==> config.mk <==
export PLATFORM = sky130hd
export DESIGN_NAME = cfg_dword_window
export DESIGN_NICKNAME = d
export VERILOG_FILES = /design/src/rtl/cfg_dword_window.sv
export SDC_FILE = /design/constraint.sdc
export NUM_CORES = 1
export LEC_CHECK = 0
export CAP_MARGIN = 40
export CORE_UTILIZATION = 43
export DETAILED_ROUTE_END_ITERATION = 8
export DONT_BUFFER_PORTS = 1
export GPL_TIMING_DRIVEN = 0
export PLACE_DENSITY = 0.67
export SLEW_MARGIN = 20
export SYNTH_ARGS = -nofsm -noshare
export SYNTH_HDL_FRONTEND = slang
export SYNTH_SLANG_ARGS = --single-unit
==> constraint.sdc <==
create_clock -name clk -period 5 [get_ports clk]
set_clock_uncertainty 0.1 [all_clocks]
set_input_delay 0.25 -clock clk [delete_from_list [all_inputs] [get_ports clk]]
set_output_delay 0.25 -clock clk [all_outputs]
set_load 0.02 [all_outputs]
==> src/rtl/cfg_dword_window.sv <==
module cfg_dword_window #(
  parameter int               DW_AW    = 6,
  parameter logic [DW_AW-1:0] WIN_DW   = 6'h10,
  parameter int               RS_BYTES = 130,
  localparam int              SEL_W    = 8,
  localparam int              RS_AW    = SEL_W + 2
) (
  input  logic             clk,
  input  logic             rst_n,
  input  logic             cfg_wr,
  input  logic             cfg_rd,
  input  logic [DW_AW-1:0] cfg_addr,
  input  logic [3:0]       cfg_be,
  input  logic [31:0]      cfg_wdata,
  output logic             cfg_ready,
  output logic             cfg_rvalid,
  output logic [31:0]      cfg_rdata,
  output logic             rs_wr,
  output logic             rs_rd,
  output logic [RS_AW-1:0] rs_addr,
  output logic [3:0]       rs_be,
  output logic [31:0]      rs_wdata,
  input  logic [31:0]      rs_rdata
);

  localparam logic [DW_AW-1:0] DAT_DW = WIN_DW + DW_AW'(1);

  typedef enum logic [1:0] {S_IDLE, S_FWD, S_LOAD} st_t;

  st_t              st;
  logic [SEL_W-1:0] sel_q;
  logic [31:0]      data_q;
  logic [3:0]       lane_ok;
  logic [31:0]      lane_mask;

  wire hit_ctl = cfg_addr == WIN_DW;
  wire hit_dat = cfg_addr == DAT_DW;
  wire acc_wr  = cfg_wr && cfg_ready;
  wire acc_rd  = cfg_rd && cfg_ready;
  wire win_wr  = acc_wr && (hit_ctl || hit_dat) && (cfg_be != 4'h0);
  wire [RS_AW:0] base_ext = {1'b0, sel_q, 2'b00};

  for (genvar g = 0; g < 4; g++) begin : g_lane
    assign lane_ok[g] = (base_ext + (RS_AW+1)'(g)) < (RS_AW+1)'(RS_BYTES);
    assign lane_mask[8*g +: 8] = {8{lane_ok[g]}};
  end

  assign cfg_ready = st == S_IDLE;
  assign rs_addr   = base_ext[RS_AW-1:0];
  assign rs_be     = lane_ok;
  assign rs_wdata  = data_q;
  assign rs_wr     = (st == S_FWD)  && (lane_ok != 4'h0);
  assign rs_rd     = (st == S_LOAD) && (lane_ok != 4'h0);

  always_ff @(posedge clk or negedge rst_n) begin
    if (!rst_n) begin
      st         <= S_IDLE;
      sel_q      <= '0;
      data_q     <= '0;
      cfg_rvalid <= 1'b0;
      cfg_rdata  <= '0;
    end else begin
      cfg_rvalid <= acc_rd;
      if (acc_rd) begin
        if (hit_ctl)      cfg_rdata <= {8'h00, sel_q, 16'h0000};
        else if (hit_dat) cfg_rdata <= data_q;
        else              cfg_rdata <= '0;
      end
      case (st)
        S_IDLE: if (win_wr) begin
          if (hit_ctl && cfg_be[2]) sel_q <= cfg_wdata[23:16];
          if (hit_dat) begin
            for (int b = 0; b < 4; b++)
              if (cfg_be[b]) data_q[8*b +: 8] <= cfg_wdata[8*b +: 8];
          end
          st <= hit_dat ? S_FWD : S_LOAD;
        end
        S_FWD:  st <= S_LOAD;
        S_LOAD: begin
          data_q <= rs_rdata & lane_mask;
          st     <= S_IDLE;
        end
        default: st <= S_IDLE;
      endcase
    end
  end

endmodule

---- After elaboration in Yosys (flattened, before gate mapping) ----
Index checks and enable logic that the tools add are counted.
cells by class
  $add $sub $neg .......................... 3
  $lt $le $gt $ge ......................... 4
  equal/unequal tests ..................... 10
  multiplexer cells ....................... 12
  bitwise operators ....................... 1
  reductions and logical operators ........ 17
operators with widths
  cell                                                          number
  2-to-1 mux 32 bit                                             4
  case mux 32 bit (2 select lines)                              1
  less-than comparator 11 x 8 -> 1 bit (second input constant)  3
  bitwise AND 32 bit                                            1
  2-to-1 mux 8 bit                                              4
  adder 10 x 2 -> 11 bit (second input constant)                2
  AND reduction 4 bit                                           4
  == test 6 x 5 -> 1 bit (second input constant)                2
  adder 10 x 1 -> 11 bit (second input constant)                1
  less-than comparator 10 x 8 -> 1 bit (second input constant)  1
  inequality test 2 bit (second input constant)                 4
  nonzero test 4 bit                                            2
  logical AND 1 bit                                             7
  2-to-1 mux 2 bit                                              2
  inequality test 2 x 1 -> 1 bit (second input constant)        2
  case mux 2 bit (2 select lines)                               1
  AND reduction 3 bit                                           1
  == test 2 x 1 -> 1 bit (second input constant)                1
  == test 2 bit (second input constant)                         1
  zero test 2 bit                                               1
  nonzero test 2 bit                                            1
  logical OR 1 bit                                              1
word-level totals
  register bits ........................... 75
  input bits .............................. 78
  logic and storage cells ................. 55

---- Depth between registers and ports, before layout ----
Gate-level depths: netlist (run 1).
  word-level depth ........................ 6
  gate-level depth with buffers ........... 7
  mapped depth without buffers ............ 4

---- Worst setup path after synthesis (run 1) ----
OpenSTA, ideal clock, no wires.
  path kind ............................... flip-flop to output port
  start point ............................. register sel_q[7]
  end point ............................... output rs_wr
  data arrival time ....................... 2000 ps
  data required time ...................... 4650 ps
  setup slack ............................. 2650 ps
  cell stages (with the launch flop) ...... 5
  cells stage by stage .................... dfrtp_1 > nor3_2 > clkbuf_1 > a21oi_1 > nor3_1
on the way
  cells in the longest elaborated chain, start to end .. 4
  elaborated cells between the ends (all ways) .. 9
  classes of those cells .................. 3 x add/sub; 4 x order compare; 2 x reduce/logical
RTL lines
  item                                  line  text
  from (decl)                           31    logic [SEL_W-1:0] sel_q;
  from (signal assigned)                71    if (hit_ctl && cfg_be[2]) sel_q <= cfg_wdata[23:16];
  adder 10 x 2 -> 11 bit                44    assign lane_ok[g] = (base_ext + (RS_AW+1)'(g)) < (RS_AW+1)'(RS_BYTES);
  less-than comparator 11 x 8 -> 1 bit  44
  net rs_be[2]                          21    output logic [3:0] rs_be,
  nonzero test 4 bit                    52    assign rs_wr = (st == S_FWD) && (lane_ok != 4'h0);
  logical AND 1 bit                     52
  to (decl)                             18    output logic rs_wr,
The timed path passes the listed nets, and every way through them passes these cells.

---- Final worst setup path (run 1) ----
Ends and elaborated chain as after synthesis.

==> results of run 1 <==
-- routing by layer --
metal	routed length [um]	GRT usage, %	part of all wire [%]	vias to the layer above
met2	5110	39.7	51	120
met3	823	6.83	8.2	18
met5	0	0	0	-
met4	239	11.0	2.4	0
met1	3910	28.4	39	1395
li1	-	-	-	1282
-- cells in the mapped netlist (3+ instances only) --
cell type  count  share of area [%]
a21o_1        16                3.3
buf_2          7               0.97
buf_4          3               0.63
clkbuf_1      19                2.0
dfrtp_1       75                 52
inv_1          3               0.31
mux2_2         8                2.5
mux2i_1       24                6.7
nand2_1       56                5.8
nand3b_1       3               0.63
o21ai_0       17                2.4
o21ai_1        7               0.97
o221a_2       16                5.0
o311ai_0      16                3.9
o31ai_1       24                5.0
-- power breakdown --
part           internal [mW]  switching (mW)  total, mW
Sequential             0.686           0.190      0.876
Clock                  0.172           0.216      0.388
Combinational          0.106           0.113      0.219
Total                  0.963           0.519       1.48
-- cell type report --
type                    count  share of cell area (%)
flip-flops and latches     75                    45.7
multi-input cells         217                    37.8
repair buffers             22                    5.66
plain buffers              32                    3.78
clock buffers              10                    3.11
well taps                 102                    3.11
clock inverters             4                   0.487
inverters                   4                   0.365
-- worst max path at each step --
stage / start / end / cells past startpoint
after detailed placement: sel_q[7] / rs_wr / 4
final: sel_q[7] / rs_wr / 4
after CTS: sel_q[7] / rs_wr / 4
after global placement: sel_q[7] / rs_wr / 4
after global routing: sel_q[7] / rs_wr / 4
after floorplan: sel_q[7] / rs_wr / 4
-- what timing repair did --
item / CTS / global route
resized for setup: 0 / 0
hold buffers: 18 / 3
hold endpoints to repair: 94 / 3
-- kinds of logic (layout without fill, tap and decap cells) --
kind of cell	after synthesis	in the layout	share of synthesized area, %
buffers and inverters	36	72	4.73
AO/OA/AOI/OAI	104	104	23.0
multiplexers	32	32	9.18
AND/OR/NAND/NOR	79	79	10.8
flip-flops	75	75	52.2
other	1	2	0.104
-- placed cells by master, fill, tap and decap left out, types with 2 or more instances in the layout --
cell           Yosys  final
nor2_1             2      2
nor4_1             2      2
nand2_1           56     56
or3_1              2      2
nor3_1             2      2
o31ai_1           24     24
buf_6              2      2
o31a_1             2      2
o311ai_0          16     16
a21o_1            16     16
mux2_2             8      8
clkbuf_1          19     20
o21ai_1            7      7
nand3b_1           3      3
buf_4              3      3
o21ai_0           17     17
inv_1              3      3
mux2i_1           24     24
dfrtp_1           75     75
clkinv_2           0      4
o31ai_4            2      2
a21oi_1            2      2
nand2b_1           2      2
clkbuf_8           0      9
buf_2              7      8
or4bb_1            2      2
dlygate4sd3_1      0     20
conb_1             1      2
o221a_2           16     16
-- state kept, by name (all words and copies together), names as in the netlist --
signal,cells
cfg_rdata,32
rs_wdata,32
sel_q,8
st,2
cfg_rvalid,1
-- worst register-to-register path, delay by kind of cell (launching register included) --
family / cells / cell delay [ns]
flops: 1 / 0.51
buf+inv: 1 / 0.63
simple gates: 1 / 0.70
compound gates: 2 / 0.41
-- through the flow --
step           hold WS (ns)  cells  util, %
6_report            0.00893    466     51.8
5_1_grt             0.00405    466     51.8
4_1_cts             0.00133    463     51.5
3_5_place_dp         -0.145    431     47.1
3_3_place_gp         -0.144    430     47.0
2_1_floorplan        -0.146    328        -
==> flow_summary.toml, run 1 <==
[synthesis]
ys_ff_latch = 75
synthArstFlopShare_pct = 100
synth_warnings = 0
syn-cell-area_mm2 = 0.00360
synth_edf_count = 0
synthCells = 327
synth.yosys.seq_area_share_pct = 52.2
synth_ff_type = "dfrtp_1"
yosysUniqueCellTypes = 38
postSynthAreaPerCell_um2 = 11.0

[clocking]
cts_sinks = 75
worstSkewPairLatency_ns = 0.34
cts_tree = "done"
cts_htree_levels = 3
clk_pin_slew_worst_paths_ns = 0.08
postCtsSetupBuffers = 0
cts_made_buffers = 9
clock-root-buffer = "clkbuf_8"
cts_buffer_depth = 2

[detailed_routing]
drc_errors = 0
ant_nets = 0
vias_per_cell = 6.04
drt-total-wl_um = 10100
dr_total_vias = 2815
post_drt_wl_per_cell_um = 21.6
drtIter0Drc = 114
dr.pass1.iters = 4

[global_routing]
grt_pass1_vias = 2919
grt_pass1_wl_um = 15500
grt_max_degree = 76
grt_overflow = 0
antenna_found_initial = 0
gr-usage-all-layers_pct = 23.8

[floorplan]
die_w_um = 93.5
die_area_mm2 = 0.00874
pin_count = 160
num_rows = 32
die_y_um = 93.5
initial_utilization_pct = 45.4
core_area_mm2 = 0.00793

[sta]
period_share_pct = 68.4
worst_slew_pin_slew_ns = 0.796
fin_crit_ns = 3.42
setup_slack_ns = 1.58
slew_violations = 0
tns_ns = 0
grt_setup_unrepaired = "no"
max_freq_ghz = 0.293
slew_headroom_pct = 46.9
setup_viol = 0
hold_violations = 0

[worst_setup_path]
critPathMaxStageDelay_ns = 0.70
timing.rr.start = "sel_q[7]"
critical_path_required_ns = 4.65
end_kind = "output pin"
crit_chain = "nor3_2 -> clkbuf_1 -> a21oi_1 -> nor3_1"
r2r_setup_slack_ns = 2.59
path_max_fanout = 11
crit_slowest_cell = "nor3_2"
rr_endpoint = "rs_wdata[24]"
rr_worst_depth = 4
crit_buf_inv = 1
arrival_ns = 3.07
crit_family = "simple AND/OR/NAND/NOR gates"
critical_path_class = "reg -> out"
crit_path_start_kind = "flop"

[outcome]
status = "complete, no violations"

[finish]
ff_latch_area_mm2 = 0.00188
drive_gt1_share_pct = 15.7
final_area_mm2 = 0.00411
diodes = 0
final_net_count = 439
fill_cells = 719
area_growth_pct = 14.2
multi_input_area_mm2 = 0.00155

[place]
dp_hpwl_um = 7160
pre_cts_ws_ns = 1.95
placed_area_mm2 = 0.00373
io_buffers = 0
routabilityCongestion = 0.797

[pwr]
p_leak_nw = 1.79
power_density_mw_per_mm2 = 361
irDropWorstVdd_uv = 186
p_total_mw = 1.48

[run]
max_cap_viol_count = 0

[hold_path]
min_to = "rs_wdata[18]"
worstHoldPathCells = 1
hp-start = "cfg_wdata[18]"
min_path_type = "in -> reg"
(Power assumes the default switching activity.)
==> run 2, diff against run 1 <==
==> constraint.sdc (replaced) <==
create_clock -name clk -period 3.55 [get_ports clk]
set_clock_uncertainty 0.1 [all_clocks]
set_input_delay 0.1775 -clock clk [delete_from_list [all_inputs] [get_ports clk]]
set_output_delay 0.1775 -clock clk [all_outputs]
set_load 0.02 [all_outputs]
==> run 2 against run 1 <==
- worst hold slack improved by 0.0018 ns
- sequential power increased by 40%
- core utilization increased by 3.3 points
- largest power group unchanged
==> flow_summary.toml, run 2 (synthesized netlist as in run 1, its figures left out) <==
[outcome]
status = "complete, no violations"

[finish]
area_growth_pct = 21.5
fill_cells = 698
most-common-layout-cells = "75 x dfrtp_1, 56 x nand2_1, 46 x dlygate4sd3_1"
diodes = 0
final_net_count = 465
layout_commonest_cell = "dfrtp_1"
drive_gt1_share_pct = 14.6
fin_cells = 492

[floorplan]
die_y_um = 93.5
die_w_um = 93.5
die_area_mm2 = 0.00874
num_rows = 32
initial_utilization_pct = 45.4
pin_count = 160
core_area_mm2 = 0.00793

[sta]
max_freq_ghz = 0.297
slew_violations = 0
worst_slew_pin_slew_ns = 0.789
fin_crit_ns = 3.36
grt_setup_unrepaired = "no"
period_share_pct = 94.7
hold_violations = 0
setup_viol = 0
tns_ns = 0
slew_headroom_pct = 47.0

[detailed_routing]
drc_errors = 0
wl_met2_um = 5370
ant_nets = 0
drt-met1-wl_um = 4000
top_layer = "met4"
vias_per_cell = 6.01
dr_total_vias = 2955
post_drt_wl_per_cell_um = 21.2
drt-total-wl_um = 10400
drtIter0Drc = 164
dr.pass1.iters = 4
met3_length_um = 838

[worst_setup_path]
end_kind = "output pin"
critPathMaxStageDelay_ns = 0.70
arrival_ns = 3.08
crit_slowest_cell = "nor3_2"
critical_path_class = "reg -> out"
critical_path_required_ns = 3.27
path_max_fanout = 11
crit_path_start_kind = "flop"
crit_chain = "nor3_2 -> clkbuf_1 -> a21oi_1 -> nor3_1"

[global_routing]
grt_pass1_wl_um = 16000
antenna_found_initial = 0
grt_overflow = 0
grt_max_degree = 76
grt_pass1_vias = 3015
gr-usage-all-layers_pct = 24.6

[clocking]
worstSkewPairLatency_ns = 0.34
cts_buffer_depth = 2
cts_sinks = 75
cts_tree = "done"
clock-root-buffer = "clkbuf_8"
postCtsResizedCells = 0
clk_pin_slew_worst_paths_ns = 0.08
cts_htree_levels = 3
cts_made_buffers = 9

[pwr]
irDropWorstVdd_uv = 259
p_leak_nw = 1.90
power_density_mw_per_mm2 = 483

[run]
max_cap_viol_count = 0

[place]
routabilityCongestion = 0.797
io_buffers = 0
placed_cells = 431
dp_hpwl_um = 7160

[hold_path]
min_path_type = "in -> reg"
==> run 2: changes by cell type in the layout (fill, tap and decap cells not counted) <==
cell | previous run | this run
dlygate4sd3_1 | 20 | 46
==> run 2: stage by stage <==
stage	area [um2]	total power, mW	util (%)	hold slack (ns)	worst slack, ns
after floorplan	3600	1.43	-	-0.218	1.27
after global placement	3730	1.51	47.0	-0.217	0.580
after detailed placement	3730	1.52	47.1	-0.217	0.574
after CTS	4310	2.11	54.4	0.000507	0.183
after global routing	4370	2.21	55.1	0.000462	0.0550
final	4370	2.11	55.1	0.0107	0.188
==> run 2: final timing paths <==
check,from,end,slack [ns],depth (start not counted)
hold / removal,rs_rdata[29],rs_wdata[29],0.01,2
setup reg to reg,st[0],rs_wdata[15],1.01,7
max in group asynchronous,rst_n,cfg_rdata[12],2.75,2
setup / recovery,sel_q[7],rs_wr,0.19,4
min in group asynchronous,rst_n,sel_q[4],0.29,2
hold reg to reg,st[1],st[1],0.47,1
==> run 2: worst max-delay path: cells and delay by family, from the launching register on <==
family | cells | cell delay, ns
buffers and inverters | 1 | 0.63
flip-flops | 1 | 0.51
AO/OA/AOI/OAI | 1 | 0.24
AND/OR/NAND/NOR | 2 | 1.37
==> run 2: area by class of cell <==
cell class                 count  area, um2  share of cell area [%]
buffer                        32        155                    3.55
tap                          102        128                    2.92
inverter                       4       15.0                   0.344
timing repair buffer          48        493                    11.3
sequential                    75       1880                    43.0
multi-input combinational    217       1550                    35.6
clock inverter                 4       20.0                   0.458
clock buffer                  10        128                    2.92
==> run 2: where the power goes <==
group	total, mW	switching (mW)	leakage, nW	internal, mW
clock network	0.544	0.303	0.0815	0.242
registers	1.23	0.267	0.968	0.966
logic	0.333	0.164	0.846	0.169
==> run 2: metal layers <==
metal	vias up	global-route usage, %
met1	1476	28.9
met3	17	6.83
met5	-	0
met2	126	41.8
li1	1336	-
met4	0	10.9
==> run 2: repair_timing <==
item | in CTS | in global routing
setup endpoints to repair | 0 | 0
endpoints found under the hold margin | 113 | 4
hold buffers | 41 | 6
buffers inserted | 0 | 0
